--- config.mk ---
export PLATFORM = sky130hd
export DESIGN_NAME = predres_wgate
export DESIGN_NICKNAME = d
export VERILOG_FILES = /design/src/rtl/predres_pkg.sv /design/src/rtl/predres_seq.sv /design/src/rtl/predres_decide.sv /design/src/rtl/predres_outreg.sv /design/src/rtl/predres_wgate.sv
export SDC_FILE = /design/constraint.sdc
export NUM_CORES = 1
export LEC_CHECK = 0
export ABC_AREA = 1
export BUFFER_PORTS_ARGS = -buffer_cell sky130_fd_sc_hd__buf_2
export CORE_MARGIN = 5
export CORE_UTILIZATION = 51
export DETAILED_ROUTE_END_ITERATION = 10
export PLACE_DENSITY = 0.75
export SETUP_SLACK_MARGIN = 0.15
export SLEW_MARGIN = 20
export SYNTH_ARGS = -nofsm -noshare
export SYNTH_HDL_FRONTEND = slang
export SYNTH_SLANG_ARGS = --single-unit
--- constraint.sdc ---
create_clock -name clk -period 2.17 [get_ports clk]
set_input_delay 0.217 -clock clk [delete_from_list [all_inputs] [get_ports clk]]
set_output_delay 0.217 -clock clk [all_outputs]
set_load 0.1 [all_outputs]
--- src/rtl/predres_pkg.sv ---
package predres_pkg;
  localparam int COND_W = 4;
  localparam int SEL_W  = $clog2(COND_W);

  typedef struct packed {
    logic             rc;
    logic             cmp;
    logic [SEL_W-1:0] sel;
    logic             inv;
    logic             zero;
  } ctl_t;

  typedef struct packed {
    logic cond;
    logic res;
    logic zero;
    logic src;
  } wr_t;
endpackage

--- src/rtl/predres_seq.sv ---
module predres_seq #(
  parameter int MAX_VL = 64,
  localparam int VLW  = $clog2(MAX_VL + 1),
  localparam int IDXW = $clog2(MAX_VL)
) (
  input  logic            clk,
  input  logic            rst_n,
  input  logic            start,
  input  logic [VLW-1:0]  vl,
  output logic            accept,
  output logic            busy,
  output logic            last,
  output logic            empty_done,
  output logic [IDXW-1:0] idx
);
  logic            busy_q, busy_n;
  logic [IDXW-1:0] cnt_q, cnt_n;
  logic [VLW-1:0]  vl_q, vl_n;
  logic            cnt_en;

  assign accept     = start && !busy_q;
  assign empty_done = accept && (vl == '0);
  assign last       = busy_q && ((VLW'(cnt_q) + VLW'(1)) == vl_q);

  always_comb begin
    busy_n = busy_q;
    cnt_n  = cnt_q;
    vl_n   = vl_q;
    cnt_en = 1'b0;
    if (accept) begin
      cnt_en = 1'b1;
      busy_n = (vl != '0);
      cnt_n  = '0;
      vl_n   = vl;
    end else if (busy_q) begin
      cnt_en = 1'b1;
      if (last) busy_n = 1'b0;
      else      cnt_n  = cnt_q + IDXW'(1);
    end
  end

  always_ff @(posedge clk or negedge rst_n) begin
    if (!rst_n) begin
      busy_q <= 1'b0;
      cnt_q  <= '0;
      vl_q   <= '0;
    end else if (cnt_en) begin
      busy_q <= busy_n;
      cnt_q  <= cnt_n;
      vl_q   <= vl_n;
    end
  end

  assign busy = busy_q;
  assign idx  = cnt_q;


  idx_in_range_chk: assert property (@(posedge clk) disable iff (!rst_n)
    busy_q |-> (VLW'(cnt_q) < vl_q));

  start_ignored_chk: assert property (@(posedge clk) disable iff (!rst_n)
    (busy_q && start && !last) |=> (busy_q && cnt_q == $past(cnt_q) + IDXW'(1)));

  empty_stays_idle_chk: assert property (@(posedge clk) disable iff (!rst_n)
    empty_done |=> !busy_q);
endmodule

--- src/rtl/predres_decide.sv ---
module predres_decide
  import predres_pkg::*;
(
  input  ctl_t              ctl,
  input  logic              pred,
  input  logic [COND_W-1:0] cond,
  output wr_t               wr
);
  logic pass;
  logic keep;

  assign pass = cond[ctl.sel] ^ ctl.inv;
  assign keep = pred && pass && !ctl.cmp;

  always_comb begin
    wr.cond = pred && (ctl.rc || ctl.cmp);
    wr.res  = keep;
    wr.zero = ctl.zero && !ctl.cmp && !keep;
    wr.src  = ctl.zero && !pred;
  end
endmodule

--- src/rtl/predres_outreg.sv ---
module predres_outreg
  import predres_pkg::*;
#(
  parameter int IDXW = 6
) (
  input  logic            clk,
  input  logic            rst_n,
  input  logic            in_valid,
  input  logic            in_last,
  input  logic [IDXW-1:0] in_idx,
  input  wr_t             in_wr,
  input  logic            empty_done,
  output logic            out_valid,
  output logic [IDXW-1:0] out_idx,
  output wr_t             out_wr,
  output logic            done
);
  wr_t  wr_n;
  logic done_n;

  always_comb begin
    wr_n   = in_valid ? in_wr : '0;
    done_n = (in_valid && in_last) || empty_done;
  end

  always_ff @(posedge clk or negedge rst_n) begin
    if (!rst_n) begin
      out_valid <= 1'b0;
      out_wr    <= '0;
      done      <= 1'b0;
    end else begin
      out_valid <= in_valid;
      out_wr    <= wr_n;
      done      <= done_n;
    end
  end

  always_ff @(posedge clk or negedge rst_n) begin
    if (!rst_n)        out_idx <= '0;
    else if (in_valid) out_idx <= in_idx;
  end


  idle_quiet_chk: assert property (@(posedge clk) disable iff (!rst_n)
    !out_valid |-> (out_wr == '0));

  idx_follows_chk: assert property (@(posedge clk) disable iff (!rst_n)
    in_valid |=> (out_valid && out_idx == $past(in_idx)));

  empty_no_valid_chk: assert property (@(posedge clk) disable iff (!rst_n)
    empty_done |=> (done && !out_valid));
endmodule

--- src/rtl/predres_wgate.sv ---
module predres_wgate
  import predres_pkg::*;
#(
  parameter int MAX_VL = 64,
  localparam int VLW  = $clog2(MAX_VL + 1),
  localparam int IDXW = $clog2(MAX_VL)
) (
  input  logic              clk,
  input  logic              rst_n,
  input  logic              start,
  input  logic [VLW-1:0]    vl,
  input  logic              rc_en,
  input  logic              cmp_only,
  input  logic [SEL_W-1:0]  bit_sel,
  input  logic              bit_inv,
  input  logic              zero_en,
  input  logic              elem_pred,
  input  logic [COND_W-1:0] elem_cond,
  output logic              busy,
  output logic [IDXW-1:0]   elem_idx,
  output logic              out_valid,
  output logic [IDXW-1:0]   out_idx,
  output logic              wr_cond,
  output logic              wr_res,
  output logic              wr_zero,
  output logic              src_zero,
  output logic              done
);
  logic accept, last, empty_done;
  ctl_t ctl_q, ctl_n;
  wr_t  dec_wr, reg_wr;

  predres_seq #(.MAX_VL(MAX_VL)) seq_i (
    .clk(clk), .rst_n(rst_n), .start(start), .vl(vl),
    .accept(accept), .busy(busy), .last(last),
    .empty_done(empty_done), .idx(elem_idx)
  );

  always_comb begin
    ctl_n.rc   = rc_en;
    ctl_n.cmp  = cmp_only;
    ctl_n.sel  = bit_sel;
    ctl_n.inv  = bit_inv;
    ctl_n.zero = zero_en;
  end

  always_ff @(posedge clk or negedge rst_n) begin
    if (!rst_n)      ctl_q <= '0;
    else if (accept) ctl_q <= ctl_n;
  end

  predres_decide dec_i (
    .ctl(ctl_q), .pred(elem_pred), .cond(elem_cond), .wr(dec_wr)
  );

  predres_outreg #(.IDXW(IDXW)) oreg_i (
    .clk(clk), .rst_n(rst_n), .in_valid(busy), .in_last(last),
    .in_idx(elem_idx), .in_wr(dec_wr), .empty_done(empty_done),
    .out_valid(out_valid), .out_idx(out_idx), .out_wr(reg_wr), .done(done)
  );

  assign wr_cond  = reg_wr.cond;
  assign wr_res   = reg_wr.res;
  assign wr_zero  = reg_wr.zero;
  assign src_zero = reg_wr.src;


  masked_no_write_chk: assert property (@(posedge clk) disable iff (!rst_n)
    (busy && !elem_pred) |=> (out_valid && !wr_cond && !wr_res));

  cmp_no_result_chk: assert property (@(posedge clk) disable iff (!rst_n)
    (busy && ctl_q.cmp) |=> (!wr_res && !wr_zero));

  res_zero_excl_chk: assert property (@(posedge clk) disable iff (!rst_n)
    !(wr_res && wr_zero));

  done_when_idle_chk: assert property (@(posedge clk) disable iff (!rst_n)
    done |-> !busy);
endmodule

==> results of run 1 <==
## logic make-up (layout without fill, tap and decap cells)
| logic type | Yosys count | after routing | synth area share |
|---|---|---|---|
| flops | 32 | 32 | 0.5233 |
| mux | 3 | 3 | 0.02208 |
| buf+inv | 32 | 77 | 0.08013 |
| fa+ha+maj | 1 | 1 | 0.008175 |
| simple gates | 100 | 100 | 0.3017 |
| compound gates | 18 | 18 | 0.05887 |
| xor+xnor | 1 | 1 | 0.005725 |
## cell type report
class,instances,area [µm²]
Fill cell,257,934.6
Sequential cell,32,808.3
Multi-Input combinational cell,123,606.8
Timing Repair Buffer,42,220.2
Inverter,27,101.3
Clock buffer,7,65.06
Tap cell,31,38.79
Clock inverter,1,30.03
## what timing repair did
action | in CTS | in global routing
endpoints found under the setup margin | 0 | 0
hold endpoints to repair | 32 | 0
resized for setup | 0 | 0
hold buffers | 1 | 0
## registers in the layout, indices dropped and copies added, names as in the netlist
name,flops
ctl_q,6
oreg_i.done,1
oreg_i.out_idx,6
oreg_i.out_valid,1
oreg_i.out_wr,4
seq_i.busy,1
seq_i.idx,6
seq_i.vl_q,7
## per-stage QoR
stage / setup WS (ns) / hold WS [ns] / utilization
floorplan: 0.2133 / -0.07859 / -
global placement: 0.4197 / 0.2866 / 0.6293
detailed placement: 0.3964 / 0.2978 / 0.6293
global route: 0.2344 / 0.02208 / 0.6668
finish: 0.3691 / 0.04296 / 0.6668
CTS: 0.3756 / 0.03043 / 0.6668
## per-layer routing
metal,GRT usage,vias to the layer above,routed length [µm]
met2,0.2861,45,1559
met1,0.2194,621,1432
li1,-,685,-
met5,0,-,0
met4,0.07124,0,65
met3,0.06390,7,247
## worst max-delay path, stage by stage, from the launching register on
cell and delay, ns:
dfrtp_2 0.47, ha_1 0.26, nand2_2 0.14, inv_1 0.05, nand2_1 0.08, nand2_1 0.06, inv_1 0.07, nor2_1 0.05
nor2_2 0.14, nand3_4 0.14, nand2_4 0.12, nand3_1 0.08, nand2_1 0.08
## synth_stat cells (all sizes together)
cell type and n:
nor2 16, dfrtp 32, inv 27, nand2 53, ha 1, o21ai 12, mux2 3, buf 2
nor3 1, nand4 5, xor2 1, nor4 1, a21oi 6, nand3 24, clkbuf 3
## final timing paths
check,from,to,slack [ns],depth (start not counted)
worst max-delay path,seq_i.idx[0],seq_i.idx[0],0.37,12
worst min register to register,oreg_i.out_idx[3],oreg_i.out_idx[3],0.48,2
max in group asynchronous,rst_n,seq_i.idx[3],1.22,2
worst max register to register,seq_i.idx[0],seq_i.idx[0],0.37,12
min in group asynchronous,rst_n,oreg_i.out_idx[1],0.45,2
worst min-delay path,elem_pred,oreg_i.out_wr[0],0.04,2
==> flow_summary.json, run 1 <==
{
  "synthesis.area_um2": 1530,
  "setup-tns-final_ns": 0,
  "placedCellCount": 254,
  "diodes": 0,
  "cts.sinks": 32,
  "track_usage": 0.1784,
  "required_ns": 2.44,
  "cp_max_fo": 8,
  "worst_slew_pin_slew_ns": 0.6990,
  "drt_first_pass_iters": 5,
  "synth_cell_types": 22,
  "avgRoutedWirePerCell_um": 12.56,
  "cts_root_buf": "clkbuf_4",
  "clock_path_buffers": 2,
  "synth_area_per_cell_um2": 8.183,
  "io_pins": 40,
  "dieArea_um2": 4196,
  "syn_nets": 209,
  "synthDominantCellAreaShare": 0.5233,
  "drc": 0,
  "min_period_ns": 1.801,
  "die_w_um": 64.78,
  "outcome": "finished, final reports clean",
  "worst_clock_skew_ns": 0.005236,
  "final_cells": 263,
  "cp-end-kind": "flip-flop",
  "place_area_um2": 1765,
  "clkLatencyLatePin_ns": 0.33,
  "initial_core_util": 0.5455,
  "design.core.area_um2": 2805,
  "startpoint_type": "flip-flop",
  "synth_seq_cells": 32,
  "drt_iter0_markers": 53,
  "vias": 1358,
  "antenna_found_initial": 0,
  "die_height_um": 64.78,
  "slew_headroom": 0.5340,
  "setup_viol": 0,
  "design_area_um2": 1871,
  "synthCells": 187,
  "cts_inserted_buffers": 5,
  "slew_violations": 0,
  "final_cell_mix": "50 x nand2_1, 39 x buf_2, 26 x inv_1, 26 x dfrtp_1, 23 x nand3_1",
  "drt_wl_total_um": 3304,
  "ys_warn_count": 0,
  "arrival_ns": 2.07,
  "drtAntennaViolNets": 0,
  "yosysSeqAreaShare": 0.5233,
  "drive_gt1_frac": 0.2888,
  "num_rows": 19,
  "dp_hpwl_um": 2535,
  "overflow": 0,
  "htree_levels": 2,
  "post-cts-setup-buffers": 0,
  "drv_cap": 0,
  "tritoncts": "done",
  "fmax_mhz": 555.3,
  "grt_pass1_vias": 1297,
  "path_clk_slew_ns": 0.10,
  "holdCritPathClass": "in -> reg",
  "port_buffers": 39,
  "fin_crit_sh": 0.8299,
  "yosysTopAreaCell": "dfrtp_1",
  "vias_per_cell": 5.163,
  "gp_congestion": 0.8525,
  "synthTopCellsByArea": "dfrtp_1 52%, nand2_1 12%, nand3_1 7.5%",
  "rsz0062_at_grt": "false",
  "grt_pass1_wl_um": 5720,
  "area_delta_synth_final_pct": 22.24,
  "worstSetupPathType": "reg -> reg",
  "final_hold_viol_count": 0,
  "grt_max_degree": 33,
  "final_common_cell": "nand2_1",
  "fin_nets": 253
}
Power of run 1 is not shown: default switching activity piles up to over one toggle a cycle in this logic, so the estimate is an artifact.
==> inputs of run 2 (changes only) <==
CORE_UTILIZATION = 46   (was 51)
PLACE_DENSITY = 0.72   (was 0.75)
clock period = 1.5 ns   (was 2.17 ns; I/O delays follow)
==> flow_summary.json, run 2 (synthesis results as in run 1) <==
{
  "outcome": "complete, but fails checks",
  "failed_checks": "setup timing",
  "fillCellCount": 284,
  "initial_core_util": 0.4659,
  "grt_pass1_vias": 1320,
  "hold_depth": 2,
  "cp-end-kind": "flip-flop",
  "regMostFlops": "seq_i.vl_q",
  "htree_levels": 2,
  "largest_reg_flops": 7,
  "grt_pass1_wl_um": 5789,
  "grt_max_degree": 18,
  "worst_hold_slack_ns": 0.03120,
  "tritoncts": "done",
  "setup_ws_ns": -0.2244,
  "vias_per_cell": 4.668,
  "cp_max_fo": 8,
  "design.core.area_um2": 3284,
  "avgRoutedWirePerCell_um": 11.54,
  "arrival_ns": 1.99,
  "place_area_um2": 1893,
  "drc": 0,
  "drt_first_pass_iters": 4,
  "cp_cell_sequence": "ha_4, inv_2, nand2_1, nand2_1, nor2_1, nand3_1, nor2_4, nand3_4, nand2_4, nand3_1, nand2_1",
  "rr_endpoint": "seq_i.idx[2]",
  "r2r_slack_ns": -0.22,
  "startpoint_type": "flip-flop",
  "fmax_mhz": 579.9,
  "setup-tns-final_ns": -1.640,
  "io_pins": 40,
  "path_clk_slew_ns": 0.11,
  "area_delta_synth_final_pct": 35.65,
  "cp_top_family": "simple AND/OR/NAND/NOR gates",
  "dieArea_um2": 4580,
  "r2r_start": "seq_i.idx[0]",
  "worst_clock_skew_ns": 0.01143,
  "min_period_ns": 1.724,
  "num_rows": 21,
  "hp-start": "rc_en",
  "final_cell_mix": "48 x nand2_1, 32 x buf_2, 25 x dfrtp_1, 23 x inv_1, 23 x nand3_1",
  "clock_path_buffers": 2,
  "drtAntennaViolNets": 0,
  "worstSetupPathType": "reg -> reg",
  "overflow": 0,
  "required_ns": 1.77,
  "crit_buf_inv": 1,
  "die_w_um": 67.68,
  "drive_gt1_frac": 0.3498,
  "final_common_cell": "nand2_1",
  "dp_hpwl_um": 2542,
  "slew_headroom": 0.6502,
  "vias": 1349,
  "setup_viol": 8,
  "drt_iter0_markers": 81,
  "r2r_cells": 11,
  "drv_cap": 0,
  "cp_slowest_cell": "dfrtp_4",
  "design_area_um2": 2076,
  "gp_congestion": 0.8411,
  "final_hold_viol_count": 0,
  "fin_nets": 264,
  "rsz0062_at_grt": "true",
  "max_stage_delay_ns": 0.51,
  "clkLatencyLatePin_ns": 0.34,
  "fin_crit_sh": 1.150,
  "diodes": 0,
  "holdCritPathClass": "in -> reg",
  "drt_wl_total_um": 3334,
  "die_height_um": 67.68,
  "cts_inserted_buffers": 5,
  "port_buffers": 39,
  "track_usage": 0.1716,
  "slew_violations": 0,
  "cts_root_buf": "clkbuf_4",
  "cts.sinks": 32,
  "path_common_cell": "nand2_1",
  "min_to": "ctl_q[5]",
  "worst_slew_pin_slew_ns": 0.5200,
  "antenna_found_initial": 0
}
[run 2: cell types whose count changed in the layout (fill, tap and decap cells not counted), moves of 3 or more]
| cell | change |
|---|---|
| buf_4 | +11 |
| inv_1 | -3 |
| dfrtp_4 | +3 |
| buf_2 | -7 |
| buf_12 | +3 |
[run 2: worst max path at each step]
stage / start / to / slack (ns) / depth (start not counted)
floorplan: seq_i.idx[0] / seq_i.idx[2] / -0.27 / 11
global placement: seq_i.idx[0] / seq_i.idx[1] / -0.18 / 11
detailed placement: seq_i.idx[1] / seq_i.idx[2] / -0.18 / 11
CTS: seq_i.idx[0] / seq_i.idx[2] / -0.22 / 11
global route: seq_i.idx[0] / seq_i.idx[2] / -0.38 / 11
finish: seq_i.idx[0] / seq_i.idx[2] / -0.22 / 11
[run 2: final cells by class]
| class | instances | area, µm² | share of cell area |
|---|---|---|---|
| repair buffers | 53 | 371.6 | 0.1790 |
| flip-flops and latches | 32 | 817.0 | 0.3936 |
| clock inverters | 3 | 42.54 | 0.02049 |
| clock buffers | 5 | 37.54 | 0.01808 |
| multi-input cells | 123 | 645.6 | 0.3110 |
| inverters | 27 | 103.9 | 0.05003 |
| well taps | 46 | 57.56 | 0.02773 |
[run 2: worst reg2reg max path: stages (launching register included)]
cell and delay [ns]:
dfrtp_4 0.51, ha_4 0.29, inv_2 0.03, nand2_1 0.04
nand2_1 0.04, nor2_1 0.09, nand3_1 0.12, nor2_4 0.12
nand3_4 0.14, nand2_4 0.13, nand3_1 0.07, nand2_1 0.08
[run 2: what timing repair did]
item | in CTS | in global routing
buffers inserted | 0 | 2
hold endpoints to repair | 33 | 0
setup endpoints to repair | 14 | 16
pin swaps | 2 | 5
hold buffers | 2 | 0
gates resized for setup | 11 | 10
[run 2: through the flow]
stage / worst slack, ns / cells / utilization
floorplan: -0.2661 / 187 / -
global route: -0.3843 / 289 / 0.6320
CTS: -0.2227 / 287 / 0.6179
detailed placement: -0.1838 / 277 / 0.5764
global placement: -0.1806 / 277 / 0.5764
finish: -0.2244 / 289 / 0.6320
[run 2: routing by layer]
| layer | vias to the layer above | routed length, µm | track usage |
|---|---|---|---|
| met2 | 29 | 1611 | 0.2783 |
| li1 | 708 | - | - |
| met5 | - | 0 | 0 |
| met1 | 607 | 1463 | 0.2092 |
| met4 | 0 | 66 | 0.08101 |
| met3 | 5 | 193 | 0.04825 |
Power of run 2 is left out for the same reason.
==> inputs of run 3 (changes only) <==
CORE_UTILIZATION = 55   (was 46)
PLACE_DENSITY = default   (was 0.72)
PLACE_DENSITY_LB_ADDON = 0.12   (was default)
SLEW_MARGIN = 30   (was 20)
clock period = 2.1 ns   (was 1.5 ns; I/O delays follow)
==> flow_summary.json, run 3 (synthesis results as in run 1) <==
{
  "cts.sinks": 32,
  "min_period_ns": 1.794,
  "final_common_cell": "nand2_1",
  "clock_path_buffers": 2,
  "drive_gt1_frac": 0.2888,
  "rsz0062_at_grt": "false",
  "dp_slack_ns": 0.2725,
  "track_usage": 0.1811,
  "slew_headroom": 0.5434,
  "holdCritPathClass": "in -> reg",
  "drt_iter0_markers": 101,
  "cp_cell_sequence": "ha_2, nand2_2, inv_1, nand2_1, nand2_1, inv_1, nor2_1, nor2_2, nand3_4, nand2_4, o21ai_0",
  "place_area_um2": 1770,
  "io_pins": 40,
  "vias": 1364,
  "drtAntennaViolNets": 0,
  "required_ns": 2.31,
  "setup_ws_ns": 0.3059,
  "post-cts-setup-buffers": 0,
  "startpoint_type": "flip-flop",
  "arrival_ns": 2.00,
  "grt_pass1_vias": 1279,
  "design.core.area_um2": 2710,
  "cp_slowest_cell": "dfrtp_4",
  "worst_clock_skew_ns": 0.008698,
  "antenna_found_initial": 0,
  "num_rows": 19,
  "cp_top_family": "simple AND/OR/NAND/NOR gates",
  "cts_inserted_buffers": 5,
  "path_clk_slew_ns": 0.09,
  "htree_levels": 2,
  "dieArea_um2": 3937,
  "drt_first_pass_iters": 4,
  "cts_root_buf": "clkbuf_4",
  "grt_max_degree": 33,
  "max_stage_delay_ns": 0.52,
  "diodes": 0,
  "final_cell_mix": "50 x nand2_1, 39 x buf_2, 26 x inv_1, 26 x dfrtp_1, 23 x nand3_1",
  "drt_wl_total_um": 3275,
  "overflow": 0,
  "area_delta_synth_final_pct": 21.01,
  "die_height_um": 62.75,
  "fin_crit_sh": 0.8544,
  "drc": 0,
  "slew_violations": 0,
  "drv_cap": 0,
  "gp_congestion": 0.8601,
  "outcome": "finished, final reports clean",
  "worst_slew_pin_slew_ns": 0.6849,
  "die_w_um": 62.75,
  "setup-tns-final_ns": 0,
  "port_buffers": 39,
  "dp_hpwl_um": 2456,
  "worstSetupPathType": "reg -> reg",
  "cp-end-kind": "flip-flop",
  "vias_per_cell": 5.186,
  "fin_nets": 253,
  "grt_pass1_wl_um": 5616,
  "avgRoutedWirePerCell_um": 12.45,
  "clkLatencyLatePin_ns": 0.34,
  "largest_reg_flops": 7,
  "final_util": 0.6833,
  "tritoncts": "done",
  "final_hold_viol_count": 0,
  "setup_viol": 0,
  "cp_max_fo": 8,
  "initial_core_util": 0.5646,
  "design_area_um2": 1852,
  "fmax_mhz": 557.4,
  "regMostFlops": "seq_i.vl_q",
  "crit_buf_inv": 2
}
-- run 3: cell types whose count changed in the layout (fill, tap and decap cells not counted), moves of 3 or more --
cell	delta
buf_4	-11
buf_2	+7
buf_12	-3
inv_1	+3
-- run 3: path summary, 6_finish.rpt --
check | end | slack, ns | cells past startpoint | from
max | seq_i.busy | 0.31 | 11 | seq_i.idx[0]
min | oreg_i.out_wr[0] | 0.03 | 2 | elem_pred
max reg2reg | seq_i.busy | 0.31 | 11 | seq_i.idx[0]
min reg2reg | oreg_i.out_idx[3] | 0.49 | 2 | oreg_i.out_idx[3]
max in group asynchronous | seq_i.idx[0] | 1.15 | 2 | rst_n
min in group asynchronous | seq_i.idx[1] | 0.44 | 2 | rst_n
-- run 3: final cells by class --
type                       count  area [µm²]
fill                         236       858.3
tap                           31       38.79
multi-input combinational    123       609.3
timing repair buffer          42       220.2
clock buffer                   8       68.82
sequential                    32       813.3
inverter                      27       101.3
-- run 3: through the flow --
| step | std cells | hold slack (ns) |
|---|---|---|
| finish | 263 | 0.02787 |
| global route | 263 | 0.02508 |
| CTS | 263 | 0.02252 |
| detailed placement | 254 | 0.2952 |
| global placement | 254 | 0.2789 |
| floorplan | 187 | -0.08559 |
-- run 3: layer usage --
| metal | wire (µm) | GRT usage | part of all wire | up-vias |
|---|---|---|---|---|
| met3 | 287 | 0.05396 | 0.088 | 12 |
| met2 | 1485 | 0.2837 | 0.45 | 60 |
| li1 | - | - | - | 681 |
| met5 | 0 | 0 | 0 | - |
| met1 | 1395 | 0.2193 | 0.43 | 611 |
| met4 | 107 | 0.1061 | 0.033 | 0 |
-- run 3: timing repair --
action                                  4_1_cts  5_1_grt
endpoints found under the hold margin        32        0
resized for setup                             0        1
endpoints found under the setup margin        0        4
hold buffers                                  1        0
Power of run 3 is left out for the same reason.
